$ cat src/rtl/qei_pkg.sv
`timescale 1ns/1ps
package qei_pkg;

  // Register select codes on the flat access port.
  localparam logic [2:0] ADDR_COUNT  = 3'd0;
  localparam logic [2:0] ADDR_CAP0   = 3'd1;
  localparam logic [2:0] ADDR_CAP1   = 3'd2;
  localparam logic [2:0] ADDR_FILT   = 3'd3;
  localparam logic [2:0] ADDR_RELOAD = 3'd4;
  localparam logic [2:0] ADDR_STATUS = 3'd5;

  localparam int NUM_STROBES = 2;

  // Strobes from the decode control into the datapath.
  typedef struct packed {
    logic                   stepUp;
    logic                   stepDn;
    logic                   badStep;
    logic [NUM_STROBES-1:0] grab;
  } qeiCtl_t;

  // Position of a phase pair {a,b} in the forward sequence 00,10,11,01.
  function automatic logic [1:0] phaseOf(input logic a, input logic b);
    logic [1:0] ph;
    case ({a, b})
      2'b00:   ph = 2'd0;
      2'b10:   ph = 2'd1;
      2'b11:   ph = 2'd2;
      default: ph = 2'd3;
    endcase
    return ph;
  endfunction

endpackage

$ cat src/rtl/qei_sync.sv
`timescale 1ns/1ps
module qei_sync #(
  parameter int STAGES = 2
) (
  input  logic clk,
  input  logic rstN,
  input  logic din,
  output logic dout
);
  logic [STAGES-1:0] chain;

  genvar s;
  generate
    for (s = 0; s < STAGES; s++) begin : g_stage
      if (s == 0) begin : g_first
        always_ff @(posedge clk) begin
          if (!rstN) chain[0] <= 1'b0;
          else       chain[0] <= din;
        end
      end else begin : g_next
        always_ff @(posedge clk) begin
          if (!rstN) chain[s] <= 1'b0;
          else       chain[s] <= chain[s-1];
        end
      end
    end
  endgenerate

  assign dout = chain[STAGES-1];
endmodule

$ cat src/rtl/qei_filter.sv
`timescale 1ns/1ps
module qei_filter #(
  parameter int LEN_W       = 4,
  parameter int SYNC_STAGES = 2
) (
  input  logic             clk,
  input  logic             rstN,
  input  logic             rawIn,
  input  logic [LEN_W-1:0] lenCfg,
  output logic             level
);
  localparam int RUN_W = LEN_W + 1;

  logic             syncd;
  logic [LEN_W-1:0] runLen;
  logic [LEN_W-1:0] effLen;
  logic [RUN_W-1:0] nextRun;

  qei_sync #(.STAGES(SYNC_STAGES)) u_sync (
    .clk (clk),
    .rstN(rstN),
    .din (rawIn),
    .dout(syncd)
  );

  // A programmed length of zero behaves as one.
  assign effLen  = (lenCfg == '0) ? LEN_W'(1) : lenCfg;
  assign nextRun = {1'b0, runLen} + RUN_W'(1);

  always_ff @(posedge clk) begin
    if (!rstN) begin
      level  <= 1'b0;
      runLen <= '0;
    end else if (syncd == level) begin
      runLen <= '0;
    end else if (nextRun >= {1'b0, effLen}) begin
      level  <= syncd;
      runLen <= '0;
    end else begin
      runLen <= nextRun[LEN_W-1:0];
    end
  end
endmodule

$ cat src/rtl/qei_ctrl.sv
`timescale 1ns/1ps
module qei_ctrl
  import qei_pkg::*;
(
  input  logic                   clk,
  input  logic                   rstN,
  input  logic                   levA,
  input  logic                   levB,
  input  logic [NUM_STROBES-1:0] strobeSync,
  output qeiCtl_t                ctl
);
  logic                   prevA;
  logic                   prevB;
  logic [NUM_STROBES-1:0] prevStrobe;
  logic [1:0]             curPh;
  logic [1:0]             oldPh;
  logic [1:0]             delta;

  always_ff @(posedge clk) begin
    if (!rstN) begin
      prevA      <= 1'b0;
      prevB      <= 1'b0;
      prevStrobe <= '0;
    end else begin
      prevA      <= levA;
      prevB      <= levB;
      prevStrobe <= strobeSync;
    end
  end

  assign curPh = phaseOf(levA, levB);
  assign oldPh = phaseOf(prevA, prevB);
  assign delta = curPh - oldPh;

  always_comb begin
    ctl.stepUp  = (delta == 2'd1);
    ctl.stepDn  = (delta == 2'd3);
    ctl.badStep = (delta == 2'd2);
    ctl.grab    = strobeSync & ~prevStrobe;
  end
endmodule

$ cat src/rtl/qei_datapath.sv
`timescale 1ns/1ps
module qei_datapath
  import qei_pkg::*;
#(
  parameter int              DATA_W       = 16,
  parameter int              CNT_W        = 16,
  parameter int              TMR_W        = 16,
  parameter int              LEN_W        = 4,
  parameter logic [LEN_W-1:0] FILT_RESET  = 4'd4,
  parameter logic [TMR_W-1:0] RELOAD_RESET = 16'hFFFF
) (
  input  logic              clk,
  input  logic              rstN,
  input  qeiCtl_t           ctl,
  input  logic              wrEn,
  input  logic [2:0]        addr,
  input  logic [DATA_W-1:0] wrData,
  output logic [DATA_W-1:0] rdData,
  output logic [CNT_W-1:0]  position,
  output logic              dirUp,
  output logic              illegalFlag,
  output logic              loopTick,
  output logic [LEN_W-1:0]  lenCfg,
  output logic [TMR_W-1:0]  reloadCfg
);
  logic [CNT_W-1:0] capQ [NUM_STROBES];
  logic [TMR_W-1:0] timerQ;
  logic             cntWr;
  logic             reloadWr;

  assign cntWr    = wrEn && (addr == ADDR_COUNT);
  assign reloadWr = wrEn && (addr == ADDR_RELOAD);

  // Position counter and direction.
  always_ff @(posedge clk) begin
    if (!rstN) begin
      position    <= '0;
      dirUp       <= 1'b0;
      illegalFlag <= 1'b0;
    end else begin
      illegalFlag <= ctl.badStep;
      if (cntWr)           position <= wrData[CNT_W-1:0];
      else if (ctl.stepUp) position <= position + CNT_W'(1);
      else if (ctl.stepDn) position <= position - CNT_W'(1);
      if (ctl.stepUp)      dirUp <= 1'b1;
      else if (ctl.stepDn) dirUp <= 1'b0;
    end
  end

  // One capture register per strobe.
  genvar g;
  generate
    for (g = 0; g < NUM_STROBES; g++) begin : g_cap
      always_ff @(posedge clk) begin
        if (!rstN)           capQ[g] <= '0;
        else if (ctl.grab[g]) capQ[g] <= position;
      end
    end
  endgenerate

  // Configuration registers.
  always_ff @(posedge clk) begin
    if (!rstN) begin
      lenCfg    <= FILT_RESET;
      reloadCfg <= RELOAD_RESET;
    end else if (wrEn) begin
      if (addr == ADDR_FILT) lenCfg    <= wrData[LEN_W-1:0];
      if (reloadWr)          reloadCfg <= wrData[TMR_W-1:0];
    end
  end

  // Loop timer: counts down, ticks on zero, reloads.
  always_ff @(posedge clk) begin
    if (!rstN) begin
      timerQ   <= RELOAD_RESET;
      loopTick <= 1'b0;
    end else if (reloadWr) begin
      timerQ   <= wrData[TMR_W-1:0];
      loopTick <= 1'b0;
    end else if (timerQ == '0) begin
      timerQ   <= reloadCfg;
      loopTick <= 1'b1;
    end else begin
      timerQ   <= timerQ - TMR_W'(1);
      loopTick <= 1'b0;
    end
  end

  // Read multiplexer.
  always_comb begin
    case (addr)
      ADDR_COUNT:  rdData = DATA_W'(position);
      ADDR_CAP0:   rdData = DATA_W'(capQ[0]);
      ADDR_CAP1:   rdData = DATA_W'(capQ[1]);
      ADDR_FILT:   rdData = DATA_W'(lenCfg);
      ADDR_RELOAD: rdData = DATA_W'(reloadCfg);
      ADDR_STATUS: rdData = DATA_W'(dirUp);
      default:     rdData = '0;
    endcase
  end
endmodule

$ cat src/rtl/qei_top.sv
`timescale 1ns/1ps
module qei_top
  import qei_pkg::*;
#(
  parameter int DATA_W      = 16,
  parameter int CNT_W       = 16,
  parameter int TMR_W       = 16,
  parameter int LEN_W       = 4,
  parameter int SYNC_STAGES = 2
) (
  input  logic              clk,
  input  logic              rstN,
  input  logic              encA,
  input  logic              encB,
  input  logic              strobeIn0,
  input  logic              strobeIn1,
  input  logic              wrEn,
  input  logic [2:0]        addr,
  input  logic [DATA_W-1:0] wrData,
  output logic [DATA_W-1:0] rdData,
  output logic [CNT_W-1:0]  position,
  output logic              dirUp,
  output logic              illegalFlag,
  output logic              loopTick
);
  localparam int NUM_PHASES = 2;

  logic [NUM_PHASES-1:0]  encRaw;
  logic [NUM_PHASES-1:0]  encLevel;
  logic [NUM_STROBES-1:0] strobeRaw;
  logic [NUM_STROBES-1:0] strobeSync;
  logic [LEN_W-1:0]       lenCfg;
  logic [TMR_W-1:0]       reloadCfg;
  qeiCtl_t                ctl;

  assign encRaw    = {encB, encA};
  assign strobeRaw = {strobeIn1, strobeIn0};

  genvar p;
  generate
    for (p = 0; p < NUM_PHASES; p++) begin : g_filt
      qei_filter #(.LEN_W(LEN_W), .SYNC_STAGES(SYNC_STAGES)) u_filt (
        .clk   (clk),
        .rstN  (rstN),
        .rawIn (encRaw[p]),
        .lenCfg(lenCfg),
        .level (encLevel[p])
      );
    end
    for (p = 0; p < NUM_STROBES; p++) begin : g_strb
      qei_sync #(.STAGES(SYNC_STAGES)) u_sync (
        .clk (clk),
        .rstN(rstN),
        .din (strobeRaw[p]),
        .dout(strobeSync[p])
      );
    end
  endgenerate

  qei_ctrl u_ctrl (
    .clk       (clk),
    .rstN      (rstN),
    .levA      (encLevel[0]),
    .levB      (encLevel[1]),
    .strobeSync(strobeSync),
    .ctl       (ctl)
  );

  qei_datapath #(
    .DATA_W(DATA_W), .CNT_W(CNT_W), .TMR_W(TMR_W), .LEN_W(LEN_W)
  ) u_dp (
    .clk        (clk),
    .rstN       (rstN),
    .ctl        (ctl),
    .wrEn       (wrEn),
    .addr       (addr),
    .wrData     (wrData),
    .rdData     (rdData),
    .position   (position),
    .dirUp      (dirUp),
    .illegalFlag(illegalFlag),
    .loopTick   (loopTick),
    .lenCfg     (lenCfg),
    .reloadCfg  (reloadCfg)
  );
endmodule

$ cat config.mk
export PLATFORM = sky130hd
export DESIGN_NAME = qei_top
export DESIGN_NICKNAME = d
export VERILOG_FILES = /design/src/rtl/qei_pkg.sv /design/src/rtl/qei_sync.sv /design/src/rtl/qei_filter.sv /design/src/rtl/qei_ctrl.sv /design/src/rtl/qei_datapath.sv /design/src/rtl/qei_top.sv
export SDC_FILE = /design/constraint.sdc
export NUM_CORES = 1
export LEC_CHECK = 0
export ABC_AREA = 1
export CORE_UTILIZATION = 45
export DETAILED_ROUTE_END_ITERATION = 7
export GPL_ROUTABILITY_DRIVEN = 1
export PLACE_DENSITY = 0.65
export SLEW_MARGIN = 0
export SYNTH_ARGS = -nofsm -noshare
export SYNTH_HDL_FRONTEND = slang
export SYNTH_SLANG_ARGS = --single-unit
$ cat constraint.sdc
create_clock -name clk -period 4.95 [get_ports clk]
set_input_delay 0.99 -clock clk [delete_from_list [all_inputs] [get_ports clk]]
set_output_delay 0.99 -clock clk [all_outputs]
set_load 0.03 [all_outputs]
# Word level (Yosys, flattened, before mapping)
# Memories as Yosys holds them, arrays and structs flattened.
# Cells that the tools add are included.
dict set report totals {
  ff_bits 77
  ramBits 32
  input_bits 26
  word_cells 89
  n_memories 1
}
# name words word_bits rd rd_clocked_by_memory_dff wr line
set memory_table {}
lappend memory_table {u_dp.capQ 2 16 2 0 2 qei_datapath.sv:26} ;# logic [CNT_W-1:0] capQ [NUM_STROBES];
dict set report op_classes {
  addsub 6
  magnitude_cmp 2
  n_eq_ne 14
  n_mux 21
  n_bitwise 7
  n_reduce_logical 16
}
# op count
set ops {}
lappend ops {{$mux 16} 7}
lappend ops {{$pmux 16 s6} 1}
lappend ops {{$sub 16x1->16 const B} 2}
lappend ops {{$add 16x1->16 const B} 1}
lappend ops {{$logic_not 16->1} 1}
lappend ops {{$eq 2x2->1 const B} 6}
lappend ops {{$pmux 2 s3} 2}
lappend ops {{$add 4x1->5 const B} 2}
lappend ops {{$ge 5x4->1} 2}
lappend ops {{$mux 1} 10}
lappend ops {{$reduce_and 2->1} 4}
lappend ops {{$eq 3x2->1 const B} 2}
lappend ops {{$eq 3x3->1 const B} 2}
lappend ops {{$reduce_or 3->1} 2}
lappend ops {{$logic_not 2->1} 2}
lappend ops {{$logic_not 4->1} 1}
lappend ops {{$mux 4} 1}
lappend ops {{$eq 3x1->1 const B} 1}
lappend ops {{$logic_not 3->1} 1}
lappend ops {{$not 1->1} 3}
lappend ops {{$reduce_bool 3->1} 1}
lappend ops {{$and 2x2->2} 1}
lappend ops {{$eq 1x1->1} 2}
lappend ops {{$eq 2x1->1 const B} 1}
lappend ops {{other kinds (6)} 8}

# Logic depth before layout (Yosys ltp)
dict set report depth {
  word_depth 7
  depth_mapped 20
  mapped_depth_nobuf 20
}

# Modules after synthesis
# Synthesis repeated with hierarchy kept, for this count alone.
dict set report hier_totals {
  hier_cells 844
  hier_area_um2 6052.1
}
# mod instances cells_each area_per_inst_um2 seq_area_each_um2
set by_module_without_submodules {}
lappend by_module_without_submodules {qei_datapath 1 685 4875.9 2062.0}
lappend by_module_without_submodules {qei_filter 2 43 324.1 100.1}
lappend by_module_without_submodules {qei_ctrl 1 49 307.8 80.1}
lappend by_module_without_submodules {qei_sync 4 6 55.1 40.0}

# Least setup slack after synthesis
# No wires, ideal clock.
dict set report synth_path {
  kind {input -> output}
  start {input addr[0]}
  end {output rdData[2]}
  arrival_time_ns 2.240
  required_ns 3.960
  path_slack_ns 1.720
  cell_stages 6
  n_path_buf 1
  path_cell_list {inv_2 -> nand2_2 -> nor2_4 -> inv_1 -> clkbuf_1 -> o21ai_0}
}
dict set report synth_via {
  elab_chain_len 2
}
# item line
set synth_rtl {}
lappend synth_rtl {{from (decl)} qei_top.sv:18} ;# input logic [2:0] addr,
lappend synth_rtl {{$eq 3x3->1, or another cell as far along} qei_datapath.sv:91} ;# case (addr)
lappend synth_rtl {{$pmux 16 s6 *} qei_datapath.sv:91}
lappend synth_rtl {{to (decl)} qei_top.sv:20} ;# output logic [DATA_W-1:0] rdData,
# Mark *: on every way between the ends. The rest lies on a longest branch, timed or not.

# Worst setup path in the final report
dict set report layout_path {
  start {input addr[0]}
  end {output rdData[1]}
}
# The elaborated chain is that of the path after synthesis.

==> flow_metrics.tcl <==
set metrics [dict create \
    wl_met2_um 6470 \
    drtAntennaViolNets 0 \
    clock_sinks 109 \
    worst_pin_slew_ns 0.905 \
    htreeDepth 3 \
    max_freq_ghz 0.231 \
    slew_headroom_pct 39.6 \
    grt_max_degree 33 \
    wl_met3_um 780 \
    vdd_drop_max_mv 0.210 \
    dr.pass1.iters 5 \
    cp_max_fo 12 \
    drt-met1-wl_um 7020 \
    maxCapViolations 0 \
    worstReg2RegStart "g_filt[0].u_filt.level" \
    grt-ovfl-total 0 \
    syn_to_final_growth_pct 17.5 \
    fin_crit_ns 4.34 \
    min-delay-start "g_filt[1].u_filt.u_sync.chain[0]" \
    drc 0 \
    chipWidth_um 116 \
    core-area_mm2 0.0127 \
    setup-tns-final_ns 0 \
    vias 5158 \
    io_buffers 60 \
    drive_above_1_share_pct 5.32 \
    routabilityCongestion 0.885 \
    rr_worst_depth 17 \
    cts_tree "yes" \
    grt_usage_pct 22.7 \
    yosysTopAreaCell "dfxtp_1" \
    period_share_pct 87.6 \
    crit_type "in2out" \
    cts_root_buf "clkbuf_16" \
    top_layer_used "met4" \
    r2r_end "u_dp.position[14]" \
    status "completed" \
    finalSetupViolCount 0 \
    grt_pass1_vias 4815 \
    grt_pass1_wl_um 23600 \
    hold_violations 0 \
    drtIter0Drc 420 \
    placed_area_mm2 0.00661 \
    cts_resized 0 \
    syn-instance-count 786 \
    fp.dieH_um 116 \
    ys_seq_elements 109 \
    initial_utilization_pct 46.3 \
    end_kind "output pin" \
    die_area_mm2 0.0135 \
    clock_latency_ns 0.35 \
    wl_per_cell_um 14.1 \
    path_clk_slew_ns 0.07 \
    diodes 0 \
    ys_warn_count 0 \
    ctsLongestPathBuffers 2 \
    cts_hold_buf 0 \
    syn_nets 846 \
    drt-vias-per-instance 5.07 \
    synth_cell_types 36 \
    powerDensity_mw_per_mm2 354 \
    yosysTopAreaCellShare_pct 26.3 \
    cts_setup_buffers 0 \
    holdPathStages 2 \
    critical_path_required_ns 3.96 \
    crit_arrival_ns 3.35 \
    avgSynthCellArea_um2 7.46 \
    fin_skew_ns 0.00743 \
    fp-row-count 41 \
    postLayoutCellArea_mm2 0.00689 \
    netlist_area_mm2 0.00586 \
    fin_nets 901 \
    numCtsBuffers 9 \
    hpwlAfterDp_um 11200 \
    hold_class "reg2reg" \
    synth_area_leaders "dfxtp_1 26%, edfxtp_1 16%, nand2_1 14%" \
    rsz0062_at_grt "no" \
    io_pins 61 \
    critPathLaunchType "input port" \
    slew_violations 0 \
    rrSetupSlack_ns 1.34 \
    seq_area_frac_synth_pct 42.7 \
    p_leak_nw 3.04 \
    routed_wl_um 14400 \
    antenna_found_initial 0 \
    hold_end "g_filt[1].u_filt.u_sync.dout" \
]
[worst max-delay path by stage]
stage	endpoint	start	slack, ns
global route	rdData[1]	addr[1]	0.45
finish	rdData[1]	addr[0]	0.61
global placement	rdData[3]	addr[2]	0.63
CTS	rdData[3]	addr[2]	0.62
detailed placement	rdData[3]	addr[2]	0.64
floorplan	rdData[2]	addr[0]	1.72
[registers in the layout (all words and copies together), names as in the netlist, 4 cells and up]
name,count
g_filt.u_filt.runLen,8
u_dp.capQ,32
u_dp.lenCfg,4
u_dp.position,16
u_dp.reloadCfg,16
u_dp.timerQ,16
[kinds of logic after synthesis]
kind of cell / share of synthesized area [%]
simple gates: 25.1
buf+inv: 9.43
compound gates: 13.0
flops: 42.7
fa+ha+maj: 7.38
xor+xnor: 2.39
[cell usage after synthesis]
cell type,n
o22ai_1,1
a21oi_1,30
nor2_2,3
xnor2_1,3
a211oi_1,1
a31oi_1,3
o21ai_0,62
buf_2,7
nand4_1,5
a21boi_0,1
o21bai_1,2
o2111ai_1,13
nand3b_1,4
dfxtp_1,77
ha_1,33
o31ai_1,1
edfxtp_1,32
nor3_2,2
o21ai_1,10
nand2_2,7
nor3_1,7
nand2_1,211
inv_2,9
o221ai_1,2
xor2_1,13
a22oi_1,2
clkbuf_1,9
fa_1,1
inv_1,113
buf_6,1
buf_4,2
nand3_1,41
nor2_1,70
a31o_2,2
a221oi_1,3
nor2_4,3
[critical path, cell delays in order]
cell and delay [ns]:
clkdlybuf4s50_1 0.52, inv_2 0.08, nand2_2 0.12, nor2_4 0.07
inv_1 0.31, o21ai_0 0.18, a221oi_1 0.29, o21ai_0 0.17
clkdlybuf4s50_1 0.62
[power breakdown]
group          internal (mW)  switching (mW)  leakage [nW]
Clock                  0.348           0.338         0.135
Combinational          0.265           0.464          1.94
Sequential             0.975          0.0482         0.965
[cells in the final DEF (no fill, tap or decap), types with 9 or more instances in the layout]
cell type and instances:
o21ai_1 10, edfxtp_1 32, nand2_1 211, o2111ai_1 13, inv_1 113, xor2_1 13, o21ai_0 62, clkdlybuf4s50_1 60
clkbuf_16 9, dfxtp_1 77, nand3_1 41, inv_2 9, ha_1 33, a21oi_1 30, nor2_1 70
[stage by stage]
stage / hold WS, ns / instances / setup slack, ns / utilization [%] / total power, mW
floorplan: 0.390 / 786 / 1.72 / - / 1.55
global placement: 0.394 / 1002 / 0.628 / 52.1 / 1.75
detailed placement: 0.405 / 1002 / 0.636 / 52.1 / 1.76
CTS: 0.424 / 1018 / 0.625 / 54.4 / 2.44
global route: 0.452 / 1018 / 0.449 / 54.4 / 2.59
finish: 0.420 / 1018 / 0.612 / 54.4 / 2.44
[routing by layer]
layer  global-route usage, %  up-vias
li1                        -     2661
met4                    4.62        0
met3                    3.74       13
met2                    36.3      146
met5                       0        -
met1                    32.5     2338
[area by class of cell]
type | count | area, um2
clock inverter | 7 | 55.1
multi-input combinational | 536 | 2810
sequential | 109 | 2500
fill | 1256 | 5780
timing repair buffer | 63 | 623
clock buffer | 9 | 225
tap | 172 | 215
inverter | 122 | 458
(Power assumes the default switching activity.)
